[src/rtl/rxirq_pkg.sv]
package rxirq_pkg;
   localparam int BIT_CTS = 0;
   localparam int BIT_TXE = 4;
   localparam int BIT_RTO = 5;
   localparam int BIT_RDA = 6;
   localparam int MIN_STAT_W = 7;
   localparam int MAX_THRESH = 14;

   function automatic int rx_threshold(input logic fifo_on, input logic [1:0] sel);
      int t;
      if (!fifo_on) t = 1;
      else begin
         case (sel)
            2'b00:   t = 1;
            2'b01:   t = 4;
            2'b10:   t = 8;
            default: t = MAX_THRESH;
         endcase
      end
      return t;
   endfunction
endpackage

[src/rtl/rxirq_cts_sync.sv]
module rxirq_cts_sync #(
   parameter int STAGES = 2
) (
   input  logic clk,
   input  logic rst_n,
   input  logic line_in,
   output logic changed
);
   if (STAGES < 2) begin : g_bad_stages
      $error("rxirq_cts_sync: STAGES must be at least 2");
   end

   logic [STAGES:0] sh;

   always_ff @(posedge clk) begin
      if (!rst_n) sh <= '0;
      else        sh <= {sh[STAGES-1:0], line_in};
   end

   assign changed = sh[STAGES] ^ sh[STAGES-1];
endmodule

[src/rtl/rxirq_timeout.sv]
module rxirq_timeout #(
   parameter int TICKS = 40
) (
   input  logic clk,
   input  logic rst_n,
   input  logic tick,
   input  logic activity,
   input  logic nonempty,
   output logic fire
);
   localparam int TW = $clog2(TICKS + 1);

   if (TICKS < 2) begin : g_bad_ticks
      $error("rxirq_timeout: TICKS must be at least 2");
   end

   logic [TW-1:0] cnt;

   always_ff @(posedge clk) begin
      if (!rst_n)                        cnt <= '0;
      else if (activity || !nonempty)    cnt <= '0;
      else if (tick && cnt != TW'(TICKS)) cnt <= cnt + 1'b1;
   end

   assign fire = tick && (cnt == TW'(TICKS - 1)) && nonempty && !activity;

   // the counter never moves past its limit
   assert_cnt_bound_R7: assert property (@(posedge clk) disable iff (!rst_n)
      cnt <= TW'(TICKS));
   // after firing, the window stays saturated until activity or empty
   assert_fire_saturates_R7: assert property (@(posedge clk) disable iff (!rst_n)
      fire |=> (cnt == TW'(TICKS)));
endmodule

[src/rtl/rxirq_status.sv]
module rxirq_status #(
   parameter int              W    = 8,
   parameter logic [W-1:0]    IMPL = '1
) (
   input  logic         clk,
   input  logic         rst_n,
   input  logic [W-1:0] set_vec,
   input  logic [W-1:0] clr_vec,
   output logic [W-1:0] q
);
   for (genvar i = 0; i < W; i++) begin : g_bit
      if (IMPL[i]) begin : g_flag
         always_ff @(posedge clk) begin
            if (!rst_n)          q[i] <= 1'b0;
            else if (set_vec[i]) q[i] <= 1'b1;
            else if (clr_vec[i]) q[i] <= 1'b0;
         end
         // a set reaching the bit wins over any clear
         assert_set_wins_R10: assert property (@(posedge clk) disable iff (!rst_n)
            set_vec[i] |=> q[i]);
         // a lone clear empties the bit
         assert_clear_R10: assert property (@(posedge clk) disable iff (!rst_n)
            (clr_vec[i] && !set_vec[i]) |=> !q[i]);
      end else begin : g_resv
         assign q[i] = 1'b0;
         // requests on a reserved position leave it at zero
         assert_reserved_R11: assert property (@(posedge clk) disable iff (!rst_n)
            (set_vec[i] || clr_vec[i]) |=> !q[i]);
      end
   end
endmodule

[src/rtl/rxirq_ctrl.sv]
module rxirq_ctrl #(
   parameter int FIFO_DEPTH  = 16,
   parameter int CHAR_BITS   = 10,
   parameter int TO_CHARS    = 4,
   parameter int STAT_W      = 8,
   parameter int SYNC_STAGES = 2,
   localparam int CNT_W      = $clog2(FIFO_DEPTH + 1)
) (
   input  logic              clk,
   input  logic              rst_n,
   input  logic              mode_wr,
   input  logic              mode_wdata,
   input  logic              fifo_en,
   input  logic [1:0]        trig_sel,
   input  logic              rbr_rd,
   input  logic              pop_wr,
   input  logic              rx_char,
   input  logic [CNT_W-1:0]  rx_count,
   input  logic              baud_tick,
   input  logic              cts_in,
   input  logic              thr_wr,
   input  logic              tx_empty_evt,
   input  logic              set_wr,
   input  logic [STAT_W-1:0] set_data,
   input  logic              clr_wr,
   input  logic [STAT_W-1:0] clr_data,
   input  logic              inte_wr,
   input  logic [STAT_W-1:0] inte_data,
   input  logic              legacy_irq,
   output logic              fifo_pop,
   output logic [STAT_W-1:0] status,
   output logic              irq
);
   import rxirq_pkg::*;

   localparam int TO_TICKS = CHAR_BITS * TO_CHARS;
   localparam int CW1      = CNT_W + 1;
   localparam logic [STAT_W-1:0] IMPL = STAT_W'((1 << BIT_CTS) | (1 << BIT_TXE) |
                                                (1 << BIT_RTO) | (1 << BIT_RDA));

   if (STAT_W < MIN_STAT_W) begin : g_bad_width
      $error("rxirq_ctrl: STAT_W too small for the flag layout");
   end
   if (FIFO_DEPTH < MAX_THRESH) begin : g_bad_depth
      $error("rxirq_ctrl: FIFO_DEPTH below the largest threshold");
   end

   logic              mode_q;
   logic [STAT_W-1:0] inte_q;
   logic              pop_req, do_pop;
   logic              cts_chg, rto_fire;
   logic [CW1-1:0]    thresh, cnt_up, cnt_dn;
   logic              rda_set, rda_clr;
   logic [STAT_W-1:0] set_vec, clr_vec;

   always_ff @(posedge clk) begin
      if (!rst_n) begin
         mode_q <= 1'b0;
         inte_q <= '0;
      end else begin
         if (mode_wr) mode_q <= mode_wdata;
         if (inte_wr) inte_q <= inte_data & IMPL;
      end
   end

   // pop source follows the mode bit; an empty FIFO is never popped
   assign pop_req  = mode_q ? pop_wr : rbr_rd;
   assign do_pop   = pop_req && (rx_count != '0);
   assign fifo_pop = do_pop;

   rxirq_cts_sync #(.STAGES(SYNC_STAGES)) u_cts (
      .clk     (clk),
      .rst_n   (rst_n),
      .line_in (cts_in),
      .changed (cts_chg)
   );

   rxirq_timeout #(.TICKS(TO_TICKS)) u_rto (
      .clk      (clk),
      .rst_n    (rst_n),
      .tick     (baud_tick),
      .activity (rx_char || do_pop),
      .nonempty (rx_count != '0),
      .fire     (rto_fire)
   );

   assign thresh  = CW1'(rx_threshold(fifo_en, trig_sel));
   assign cnt_up  = {1'b0, rx_count} + 1'b1;
   assign cnt_dn  = {1'b0, rx_count} - 1'b1;
   assign rda_set = rx_char && (cnt_up >= thresh);
   assign rda_clr = do_pop && (cnt_dn < thresh);

   always_comb begin
      set_vec = set_wr ? set_data : '0;
      clr_vec = clr_wr ? clr_data : '0;
      set_vec[BIT_CTS] = set_vec[BIT_CTS] | cts_chg;
      set_vec[BIT_TXE] = set_vec[BIT_TXE] | tx_empty_evt;
      set_vec[BIT_RTO] = set_vec[BIT_RTO] | rto_fire;
      set_vec[BIT_RDA] = set_vec[BIT_RDA] | rda_set;
      clr_vec[BIT_TXE] = clr_vec[BIT_TXE] | thr_wr;
      clr_vec[BIT_RTO] = clr_vec[BIT_RTO] | rx_char | do_pop;
      clr_vec[BIT_RDA] = clr_vec[BIT_RDA] | rda_clr;
   end

   rxirq_status #(.W(STAT_W), .IMPL(IMPL)) u_stat (
      .clk     (clk),
      .rst_n   (rst_n),
      .set_vec (set_vec),
      .clr_vec (clr_vec),
      .q       (status)
   );

   assign irq = mode_q ? |(status & inte_q) : legacy_irq;

   // in legacy mode only a read can remove a byte
   assert_legacy_pop_R2: assert property (@(posedge clk) disable iff (!rst_n)
      (!mode_q && !rbr_rd) |-> !fifo_pop);
   // in explicit mode a read alone never removes a byte
   assert_explicit_read_R3: assert property (@(posedge clk) disable iff (!rst_n)
      (mode_q && !pop_wr) |-> !fifo_pop);
   // a timeout rise without a forced set needs a non-empty FIFO
   assert_rto_nonempty_R7: assert property (@(posedge clk) disable iff (!rst_n)
      ($rose(status[BIT_RTO]) && !$past(set_wr)) |-> ($past(rx_count) != '0));
   // a threshold rise without a forced set follows an arrival
   assert_rda_arrival_R9: assert property (@(posedge clk) disable iff (!rst_n)
      ($rose(status[BIT_RDA]) && !$past(set_wr)) |-> $past(rx_char));
endmodule

[config.mk]
export PLATFORM = sky130hd
export DESIGN_NAME = rxirq_ctrl
export DESIGN_NICKNAME = d
export VERILOG_FILES = /design/src/rtl/rxirq_pkg.sv /design/src/rtl/rxirq_cts_sync.sv /design/src/rtl/rxirq_timeout.sv /design/src/rtl/rxirq_status.sv /design/src/rtl/rxirq_ctrl.sv
export SDC_FILE = /design/constraint.sdc
export NUM_CORES = 1
export LEC_CHECK = 0
export ABC_CLOCK_PERIOD_IN_PS = 1700
export BUFFER_PORTS_ARGS = -buffer_cell sky130_fd_sc_hd__buf_2
export CORE_MARGIN = 2
export CORE_UTILIZATION = 30
export DETAILED_ROUTE_END_ITERATION = 10
export PLACE_DENSITY = 0.61
export SLEW_MARGIN = 20
export SYNTH_ARGS = -nofsm -noshare
export SYNTH_HDL_FRONTEND = slang
export SYNTH_SLANG_ARGS = --single-unit
[constraint.sdc]
create_clock -name clk -period 1.7 [get_ports clk]
set_input_delay 0.255 -clock clk [delete_from_list [all_inputs] [get_ports clk]]
set_output_delay 0.255 -clock clk [all_outputs]
set_load 0.005 [all_outputs]
After elaboration in Yosys (flattened, before gate mapping)

Cells that the tools add are included.

Register bits after elaboration: 18
Bits in latches: 0
Memory bits (writable): 0
ROM bits: 0
Input bits: 47
Logic and storage cells: 61
Memories kept: 0

$add $sub $neg: 3
$mul: 0
Div/mod/pow operators: 0
$lt $le $gt $ge: 2
Equality and inequality tests: 4
Shift operators: 0
Mux-type cells: 14
Bitwise logic cells: 11
Reduce and logical (&&, ||, !) cells: 19

Operators by type and width:

| cell                                                | count |
|---|---|
| two-way mux 7 bit                                   | 2 |
| case mux 4 bit (3 select lines)                     | 1 |
| two-way mux 1 bit                                   | 10 |
| OR 1 bit                                            | 8 |
| nonzero test 2 bit                                  | 4 |
| OR reduction 8 bit                                  | 1 |
| AND 7 bit                                           | 1 |
| logical AND 1 bit                                   | 7 |
| adder 5 x 1 -> 6 bit, second input constant         | 1 |
| adder 6 x 1 -> 6 bit, second input constant         | 1 |
| equality test 6 bit, second input constant          | 1 |
| >= comparator 6 bit                                 | 1 |
| less-than comparator 6 bit                          | 1 |
| != test 6 bit, second input constant                | 1 |
| subtractor 5 x 1 -> 6 bit, second input constant    | 1 |
| nonzero test 5 bit                                  | 1 |
| two-way mux 4 bit                                   | 1 |
| equality test 2 x 1 -> 1 bit, second input constant | 1 |
| equality test 2 bit, second input constant          | 1 |
| zero test 1 bit                                     | 2 |
| zero test 2 bit                                     | 1 |
| logical OR 1 bit                                    | 2 |
| OR reduction 2 bit                                  | 1 |
| inverter 1 bit                                      | 1 |
| XOR 1 bit                                           | 1 |

Longest topological paths before layout

Depth in word-level cells: 8
Gate-level depth with buffers: 8
Depth with buffers taken out: 8

By module

From an unflattened synthesis, not the netlist that was laid out.

Cells, all modules: 147
Area, all modules: 1327.5 sq um

Modules (own cells, without submodules):

| module         | instances | cells an instance | area an instance (sq um) |
|---|---|---|---|
| rxirq_ctrl     | 1         | 83                | 688.2 |
| rxirq_timeout  | 1         | 40                | 351.6 |
| rxirq_status   | 1         | 17                | 198.9 |
| rxirq_cts_sync | 1         | 7                 | 88.8 |

Least setup slack after synthesis

No wires, ideal clock.

Kind: input port to flip-flop
From: in rx_count[0]
To: reg u_stat.q[6]
Data arrival time: 1.678 ns
Data required time: 1.563 ns
Setup slack: -0.115 ns
Cell stages on the path: 8
Cell sequence: inv_1 ha_1 inv_1 ha_1 a21o_1 a21o_1 a2111oi_0 o211ai_1

Longest elaborated chain between the ends: 5
Elaborated cells between the ends (all ways): 12

Ends and longest elaborated chain:

| element                                                 | RTL line                            | source |
|---|---|---|
| from (decl)                                             | rxirq_ctrl.sv:18                    | `input logic [CNT_W-1:0] rx_count,` |
| adder 5 x 1 -> 6 bit, or another cell as far along      | rxirq_ctrl.sv:88                    | `assign cnt_up = {1'b0, rx_count} + 1'b1;` |
| >= comparator 6 bit, or another cell as far along       | rxirq_ctrl.sv:90                    | `assign rda_set = rx_char && (cnt_up >= thresh);` |
| logical AND 1 bit, on equally long branches             | rxirq_ctrl.sv:90, rxirq_ctrl.sv:91  |  |
| OR 1 bit, on equally long branches                      | rxirq_ctrl.sv:99, rxirq_ctrl.sv:102 |  |
| two-way mux 1 bit or nonzero test 2 bit (tied branches) | --                                  |  |
| to (signal, indexed assignment)                         | rxirq_status.sv:14                  | `if (!rst_n) q[i] <= 1'b0;` |
| to (signal, indexed assignment)                         | rxirq_status.sv:15                  | `else if (set_vec[i]) q[i] <= 1'b1;` |
| to (signal, indexed assignment)                         | rxirq_status.sv:16                  | `else if (clr_vec[i]) q[i] <= 1'b0;` |
| to (decl)                                               | rxirq_status.sv:9                   | `output logic [W-1:0] q` |

Parallel ways exist; a longest one is shown, timed or not.
A chain may end at the register's enable or synchronous reset.

Worst setup path after layout

Same ends and word-level chain as after synthesis.

==> results.yml <==
yosys:
  synth_area_sq_um: 1130
  async_reset_ff_share_pct: 0
  yosys_warnings: 0
  ys.flop_type: "dfxtp_1"
  avgSynthCellArea_sq_um: 8.74
  synth_edf_count: 0
  ys_seq_elements: 18
  seq_area_frac_synth_pct: 32.0
  netlist.area_leader.share_pct: 32.0
  synth.distinct_cells: 41
  syn-instance-count: 129
  yosysTopAreaCell: "dfxtp_1"
  synth_top_cells_by_area: "dfxtp_1 (32%), ha_1 (12%), xor2_1 (5.4%)"
placement:
  dp.final_hpwl_um: 2120
  dp_cells: 221
  io_buffers: 40
  dpl-instance-area_sq_um: 1420
  gp_congestion: 0.800
outcome:
  outcome: "complete, no violations"
power:
  switching_share_pct: 25.9
  p_sw_mw: 0.269
  p_per_area_nw_per_um2: 672
  intPower_mw: 0.771
  p_leak_nw: 0.713
  p_clk_share_pct: 33.4
  power_frac_comb_pct: 22.9
  seq_power_share_pct: 43.7
  peakVddDrop_mv: 0.250
floorplan:
  initial_core_util_pct: 31.0
  core_area_sq_um: 3630
  ios: 57
  row_count: 22
  fp.dieW_um: 65.3
  die_y_um: 65.3
  die-area_sq_um: 4260
layout:
  final_nets: 238
  antennaDiodeCount: 0
  final_cell_mix: "buf_2 (38), dfxtp_1 (18), nor2_1 (15)"
  area_delta_synth_final_pct: 37.4
  final_area_sq_um: 1550
  drive_gt1_share_pct: 37.4
  final_common_cell: "buf_2"
  final_cells: 227
route:
  drt_first_pass_iters: 4
  drt_iter0_markers: 39
  ant_nets: 0
  drt-total-wl_um: 2700
  num_vias: 1057
  vias_per_cell: 4.66
  drc: 0
  wl_per_cell_um: 11.9
critical_path:
  reg2reg_to: "u_stat.q[5]"
  timing.critical_path.fanout_max: 4
  arrival_ps: 1730
  r2r_setup_slack_ps: 140
  setup.worst_path.class: "in2reg"
  r2r-start: "mode_q"
  startpoint_type: "input port"
  required_ps: 1820
  end_kind: "register"
  reg2reg_depth: 4
timing:
  clock.fmax_ghz: 0.621
  finClkSkew_ps: 1.38
  fin_crit_sh_pct: 94.7
  min_period_ps: 1610
  finalMaxSlewViolations: 0
  final-hold-violation-count: 0
  setup_violations: 0
  rsz0062_at_grt: "false"
clock_tree:
  cts_hold_buffers: 0
  cts_root_buf: "clkbuf_8"
  cts.sinks: 18
  htreeDepth: 1
  cts_tree: "yes"
  clkLatencyLatePin_ps: 250
  cts_made_buffers: 3
  clkTransAtPathRegs_ps: 70
  clk_path_buf_depth: 2
global_route:
  antenna_found_initial: 0
  grtUsageTotal_pct: 12.9
  gr-total-overflow: 0
  grt_pass1_vias: 948
  grt_pass1_wl_um: 4290
  grt_max_degree: 11
worst_hold_path:
  hold_path.class: "in2reg"
  hold_depth: 2
  min_from: "cts_in"
  hold_end: "u_cts.sh[0]"
run:
  drv_cap: 0
how the worst max path moves through the flow:
stage | from | end | slack [ps] | depth (start not counted)
final | rx_count[0] | u_stat.q[6] | 90 | 9
after global routing | rx_count[0] | u_stat.q[6] | 10 | 9
after CTS | rx_count[0] | fifo_pop | 6 | 8
after detailed placement | rx_count[0] | u_stat.q[6] | -230 | 9
after global placement | rx_count[1] | u_stat.q[6] | -210 | 9
after floorplan | rx_count[1] | u_stat.q[6] | 5 | 8
stage by stage:
step                power, mW  utilization [%]  TNS, ps  hold slack, ps  setup slack (ps)
floorplan               0.583                -        0             377              5.17
global placement        0.674             38.9     -372             414              -209
detailed placement      0.676             38.9     -477             427              -233
CTS                      1.03             41.1        0             201              6.03
global route             1.12             42.6        0             200              14.6
finish                   1.04             42.6        0             208              89.6
kinds of logic (layout without fill, tap and decap cells):
group / after synthesis / after routing / synth area share [%]
AND/OR/NAND/NOR: 44 / 44 / 20.2
AO/OA/AOI/OAI: 25 / 25 / 15.4
flip-flops: 18 / 18 / 32.0
buffers and inverters: 15 / 62 / 7.10
adder cells (fa/ha/maj): 11 / 11 / 12.2
XOR/XNOR: 9 / 9 / 6.99
multiplexers: 6 / 6 / 5.77
other: 1 / 4 / 0.333
synth_stat cells (all sizes together), types with 2 or more instances:
cell type	n
a21o	2
a21oi	7
a22oi	2
a31oi	3
and2	3
buf	6
dfxtp	18
ha	11
inv	8
mux2i	5
nand2	11
nand3	4
nand3b	2
nand4	2
nor2	15
o21ai	3
or4b	3
xnor2	2
xor2	7
layer usage:
metal	vias up	global-route usage, %	part of all wire [%]
li1	545	-	-
met1	480	16.4	47
met2	30	22.1	46
met3	2	3.77	6.6
met4	0	1.56	0.37
met5	-	0	0
layout make-up:
| cell class | count | area [sq um] |
|---|---|---|
| inverter | 8 | 35.0 |
| tap | 48 | 60.1 |
| multi-input combinational | 99 | 747 |
| sequential | 18 | 360 |
| clock buffer | 4 | 55.1 |
| fill | 390 | 2080 |
| timing repair buffer | 50 | 292 |
state kept, by name (all words and copies together) (netlist names):
| signal | cells |
|---|---|
| u_rto.cnt | 6 |
| inte_q | 4 |
| u_stat.q | 4 |
| u_cts.sh | 3 |
| mode_q | 1 |
critical path, stage by stage:
cell and delay, ps:
buf_8 110, inv_4 60, ha_4 120, buf_4 100, xor2_1 180, ha_1 260
a21o_1 180, a2111oi_4 340, o211ai_1 130
power groups by stage:
| stage | combinational [mW] | sequential (mW) | clock, mW |
|---|---|---|---|
| final | 0.238 | 0.455 | 0.348 |
| after global routing | 0.270 | 0.457 | 0.389 |
| after CTS | 0.219 | 0.455 | 0.359 |
| after detailed placement | 0.211 | 0.465 | 0 |
| after global placement | 0.210 | 0.464 | 0 |
| after floorplan | 0.122 | 0.462 | 0 |
repair_timing:
item | in CTS | in global routing
setup endpoints to repair | 1 | 2
setup buffers | 2 | 0
pin swaps | 1 | 7
endpoints found under the hold margin | 0 | 0
cloned | 0 | 0
gates resized for setup | 2 | 13
Power figures use the tool's default switching activity.
